`config.mk`:
```
export PLATFORM = sky130hd
export DESIGN_NAME = sha2r_two_round
export DESIGN_NICKNAME = d
export VERILOG_FILES = /design/src/rtl/sha2r_pkg.sv /design/src/rtl/sha2r_round.sv /design/src/rtl/sha2r_ctrl.sv /design/src/rtl/sha2r_two_round.sv
export SDC_FILE = /design/constraint.sdc
export NUM_CORES = 2
export LEC_CHECK = 0
export BUFFER_PORTS_ARGS = -buffer_cell sky130_fd_sc_hd__buf_2
export CORE_AREA = 5 5 351 353
export DETAILED_ROUTE_END_ITERATION = 7
export DIE_AREA = 0 0 356 358
export PLACE_DENSITY_LB_ADDON = 0.15
export SETUP_SLACK_MARGIN = 0.4
export SLEW_MARGIN = 30
export SYNTH_ARGS = -nofsm -noshare
export SYNTH_HDL_FRONTEND = slang
export SYNTH_SLANG_ARGS = --single-unit
```
`constraint.sdc`:
```
create_clock -name clk_i -period 10.5 [get_ports clk_i]
set_input_delay 1.05 -clock clk_i [delete_from_list [all_inputs] [get_ports clk_i]]
set_output_delay 1.05 -clock clk_i [all_outputs]
set_load 0.005 [all_outputs]
```
`src/rtl/sha2r_pkg.sv`:
```
`timescale 1ns/1ps
package sha2r_pkg;
  localparam int unsigned WORD_W  = 64;
  localparam int unsigned LANES   = 4;
  localparam int unsigned HALF_W  = WORD_W * LANES;
  localparam int unsigned WK_W    = WORD_W * 2;

  typedef logic [WORD_W-1:0] word_t;

  typedef struct packed {
    word_t a, b, c, d, e, f, g, h;
  } st_t;

  function automatic word_t rotr(word_t x, int unsigned n);
    return (x >> n) | (x << (WORD_W - n));
  endfunction

  function automatic word_t big_s0(word_t x);
    return rotr(x, 28) ^ rotr(x, 34) ^ rotr(x, 39);
  endfunction

  function automatic word_t big_s1(word_t x);
    return rotr(x, 14) ^ rotr(x, 18) ^ rotr(x, 41);
  endfunction

  function automatic word_t f_ch(word_t e, word_t f, word_t g);
    return (e & f) ^ (g & ~e);
  endfunction

  function automatic word_t f_maj(word_t a, word_t b, word_t c);
    return (a & b) ^ (a & c) ^ (b & c);
  endfunction
endpackage

```
`src/rtl/sha2r_round.sv`:
```
`timescale 1ns/1ps
module sha2r_round
  import sha2r_pkg::*;
(
  input  st_t   cur_i,
  input  word_t wk_i,
  output st_t   nxt_o
);
  word_t t_sum;

  always_comb begin
    t_sum     = f_ch(cur_i.e, cur_i.f, cur_i.g) + big_s1(cur_i.e) + wk_i + cur_i.h;
    nxt_o.a   = t_sum + f_maj(cur_i.a, cur_i.b, cur_i.c) + big_s0(cur_i.a);
    nxt_o.b   = cur_i.a;
    nxt_o.c   = cur_i.b;
    nxt_o.d   = cur_i.c;
    nxt_o.e   = t_sum + cur_i.d;
    nxt_o.f   = cur_i.e;
    nxt_o.g   = cur_i.f;
    nxt_o.h   = cur_i.g;
  end
endmodule

```
`src/rtl/sha2r_ctrl.sv`:
```
`timescale 1ns/1ps
module sha2r_ctrl (
  input  logic clk_i,
  input  logic rst_ni,
  input  logic start_i,
  output logic accept_o,
  output logic busy_o,
  output logic done_o
);
  logic busy_q, done_q;

  assign accept_o = start_i & ~busy_q;
  assign busy_o   = busy_q;
  assign done_o   = done_q;

  always_ff @(posedge clk_i or negedge rst_ni) begin
    if (!rst_ni) begin
      busy_q <= 1'b0;
      done_q <= 1'b0;
    end else begin
      busy_q <= accept_o;
      done_q <= busy_q;
    end
  end


  accept_busy_chk: assert property (@(posedge clk_i) disable iff (!rst_ni)
    accept_o |=> busy_o);

  busy_done_chk: assert property (@(posedge clk_i) disable iff (!rst_ni)
    busy_o |=> (done_o && !busy_o));

  done_pulse_chk: assert property (@(posedge clk_i) disable iff (!rst_ni)
    done_o |=> !done_o);

  busy_ignore_chk: assert property (@(posedge clk_i) disable iff (!rst_ni)
    (busy_o && start_i) |=> !busy_o);
endmodule

```
`src/rtl/sha2r_two_round.sv`:
```
`timescale 1ns/1ps
module sha2r_two_round
  import sha2r_pkg::*;
(
  input  logic              clk_i,
  input  logic              rst_ni,
  input  logic              start_i,
  input  logic [HALF_W-1:0] abef_i,
  input  logic [HALF_W-1:0] cdgh_i,
  input  logic [WK_W-1:0]   wk_i,
  output logic              busy_o,
  output logic              done_o,
  output logic [HALF_W-1:0] abef_o
);
  logic  accept;
  st_t   st_q, st_in, rnd_cur, rnd_nxt;
  word_t wk_hi_q, rnd_wk;

  sha2r_ctrl u_ctrl (
    .clk_i    (clk_i),
    .rst_ni   (rst_ni),
    .start_i  (start_i),
    .accept_o (accept),
    .busy_o   (busy_o),
    .done_o   (done_o)
  );

  // lane 3 is the top word of each half
  always_comb begin
    st_in.a = abef_i[3*WORD_W +: WORD_W];
    st_in.b = abef_i[2*WORD_W +: WORD_W];
    st_in.e = abef_i[1*WORD_W +: WORD_W];
    st_in.f = abef_i[0*WORD_W +: WORD_W];
    st_in.c = cdgh_i[3*WORD_W +: WORD_W];
    st_in.d = cdgh_i[2*WORD_W +: WORD_W];
    st_in.g = cdgh_i[1*WORD_W +: WORD_W];
    st_in.h = cdgh_i[0*WORD_W +: WORD_W];
  end

  // one shared round: first round from the ports, second from the register
  assign rnd_cur = busy_o ? st_q    : st_in;
  assign rnd_wk  = busy_o ? wk_hi_q : wk_i[WORD_W-1:0];

  sha2r_round u_round (
    .cur_i (rnd_cur),
    .wk_i  (rnd_wk),
    .nxt_o (rnd_nxt)
  );

  always_ff @(posedge clk_i or negedge rst_ni) begin
    if (!rst_ni) begin
      st_q    <= '0;
      wk_hi_q <= '0;
    end else if (accept) begin
      st_q    <= rnd_nxt;
      wk_hi_q <= wk_i[WK_W-1:WORD_W];
    end else if (busy_o) begin
      st_q    <= rnd_nxt;
    end
  end

  assign abef_o = {st_q.a, st_q.b, st_q.e, st_q.f};


  hold_chk: assert property (@(posedge clk_i) disable iff (!rst_ni)
    (!busy_o && !accept) |=> $stable(abef_o));
endmodule

```
==> flow_summary.ini <==
[flow_run]
drv_cap = 0

[worst_setup_path]
rrSetupSlack_ps = 1060
crit_type = register to register
cp_max_fo = 67
slowest_delay_ps = 990
crit_required_ps = 11010
setup.worst_path.start_class = register
arrival_ps = 9950
cp_slowest_cell = dfrtp_4
worstSetupEndpointType = register
cpMostUsedCell = a21oi_1

[synthesis]
synthArstFlopShare = 1.00
netlist_area_um2 = 52700
netlist_top_cells_count = nand2_1, dfrtp_1, mux2i_1
synth_most_common_cell = nand2_1
synth_top_family_by_area = compound AO/OA/AOI/OAI gates
synth_fa_ha_area_frac = 0.129
yosys.area_share.simple = 0.104
synth-edff-count = 0
synth_xor_area_frac = 0.0962
yosysUniqueCellTypes = 82
syn-num-nets = 7119
synth_mux_area_frac = 0.150
ys_ff_latch = 578
dominantRegCellSynth = dfrtp_1
synth.largest_area_cell = dfrtp_1
yosysWarnings = 0
postSynthAreaPerCell_um2 = 8.65
synth_top_area_frac = 0.274
yosys-top-cells-area = dfrtp_1, mux2i_1, fa_1, xnor2_1, o21ai_0
synth_seq_area_share = 0.274
syn_inst = 6097
synth-compound-area-share = 0.158

[status]
status = complete, no violations

[global_route]
grt_pass1_wl_um = 323000
grt_pass1_vias = 44600
antenna_found_initial = 37
overflow = 0
grt_max_degree = 184
grt_usage = 0.349

[drt]
drt-wirelength-per-cell_um = 28.5
wl_um = 232000
first_pass_iters = 5
drt-initial-drc-count = 4904
final_antenna_net_count = 0
drc = 0
vias = 46500
avgViaCountPerCell = 5.73

[floorplanning]
num_rows = 127
ioPinCount = 901
die_h_um = 358
dieArea_um2 = 127000
initial_core_util = 0.441
die_w_um = 356
core_area_um2 = 119000

[sta]
max_freq_mhz = 106
post-route-min-period_ps = 9440
slew_viol_final = 0
grt_setup_unrepaired = false
tns_ps = 0
setup_viol = 0
fin_skew_ps = 30.4
hold_violations = 0
period_share = 0.899
timing.slew.headroom = 0.257
tightest_slew_ps = 1110

[layout]
final_util = 0.494
nFillCells = 11700
nNetsFinal = 7453
synthToLayoutAreaGrowth_pct = 12.1
regArea_um2 = 14500
multi_input_area_um2 = 33700
drive_gt1_frac = 0.208

[place]
port_buffers = 900
hpwl_um = 188000
gp_congestion = 0.969

[clock_network]
cts_tree = yes
clk_pin_slew_worst_paths_ps = 60
clk_latency_ps = 670
post_cts_resized = 0
clock_sinks = 578
cts-htree-levels = 3
ctsRootBufferMaster = clkbuf_16
cts_made_buffers = 76
holdBufCountCts = 0
post-cts-setup-buffer-count = 0
clockBufferDepth = 3

[min_path]
min_path_type = input port to asynchronous set/reset pin
stage by stage:
| stage | hold slack [ps] | setup WS [ps] | cell area [um2] | instances |
|---|---|---|---|---|
| final | 324 | 1060 | 59100 | 8125 |
| after CTS | 327 | 1190 | 59000 | 8099 |
| after floorplan | 391 | 2060 | 52700 | 6097 |
| after global placement | 485 | 1290 | 56300 | 7964 |
| after global routing | 363 | 661 | 59100 | 8116 |
| after detailed placement | 490 | 1200 | 56400 | 7964 |
sequential cells by signal (all words and copies together) (netlist names):
| register | count |
|---|---|
| wk_hi_q | 64 |
| u_ctrl.done_o | 1 |
| u_ctrl.busy_o | 1 |
| abef_o | 256 |
| st_q | 256 |
kinds of logic (layout without fill, tap and decap cells):
logic type / after synthesis / count (layout)
AO/OA/AOI/OAI: 1468 / 1468
AND/OR/NAND/NOR: 1297 / 1297
buffers and inverters: 966 / 1357
multiplexers: 766 / 766
XOR/XNOR: 579 / 579
flip-flops: 578 / 578
adder cells (fa/ha/maj): 443 / 443
other: 0 / 25
cell type report:
type | instances | area share
diodes | 25 | 0.00106
inverters | 238 | 0.0151
well taps | 1612 | 0.0341
flip-flops and latches | 578 | 0.245
clock inverters | 28 | 0.00701
multi-input cells | 4553 | 0.571
repair buffers | 984 | 0.0898
clock buffers | 107 | 0.0374
layout by cell type, fill, tap and decap left out, types with 8 or more instances in the layout:
cell,n
nand4_1,40
buf_2,898
fa_1,191
o211ai_1,12
nand2b_1,25
buf_12,10
xor2_1,209
a31oi_1,53
a21oi_1,503
a21o_1,120
and2_1,17
bufinv_16,9
xnor2_1,366
o31ai_1,33
a211oi_1,35
o21ai_0,541
diode_2,25
clkbuf_8,17
mux2i_1,557
nor3_1,37
clkinv_2,8
o21bai_1,29
maj3_1,64
buf_4,71
and3_1,22
o21ai_1,44
dfrtp_1,577
ha_1,188
nand2_1,641
o21a_1,21
mux2_2,207
nor2b_1,31
nand3_1,41
clkbuf_16,77
nor2_1,395
clkbuf_1,13
inv_1,238
critical path: cells and delay by family (launching register included):
family	cells	cell delay, ps
xor gates and xnor gates	2	860
buffers and inverters	3	440
adders and majority gates	6	2560
and+or+nand+nor	3	440
DFF	1	990
AOI/OAI and AO/OA	16	3840
worst paths after layout:
path,to,cells after the start,start
setup reg to reg,abef_o[254],30,u_ctrl.busy_o
setup / recovery,abef_o[254],30,u_ctrl.busy_o
hold reg to reg,st_q[267],2,st_q[331]
max in group asynchronous,u_ctrl.busy_o,3,rst_ni
min in group clk_i,st_q[267],2,st_q[331]
hold / removal,abef_o[134],1,rst_ni
layer usage:
metal  wire, um  global-route usage  vias up
li1           -                   -    21300
met1      95300               0.456    22900
met2     110000               0.585     2000
met3      15100              0.0485      362
met4      10900               0.144       16
met5        106                   0        -
Power is left out: the tool's default activity adds up to more than one toggle a clock period on the data nets, which glitch-free logic cannot reach.
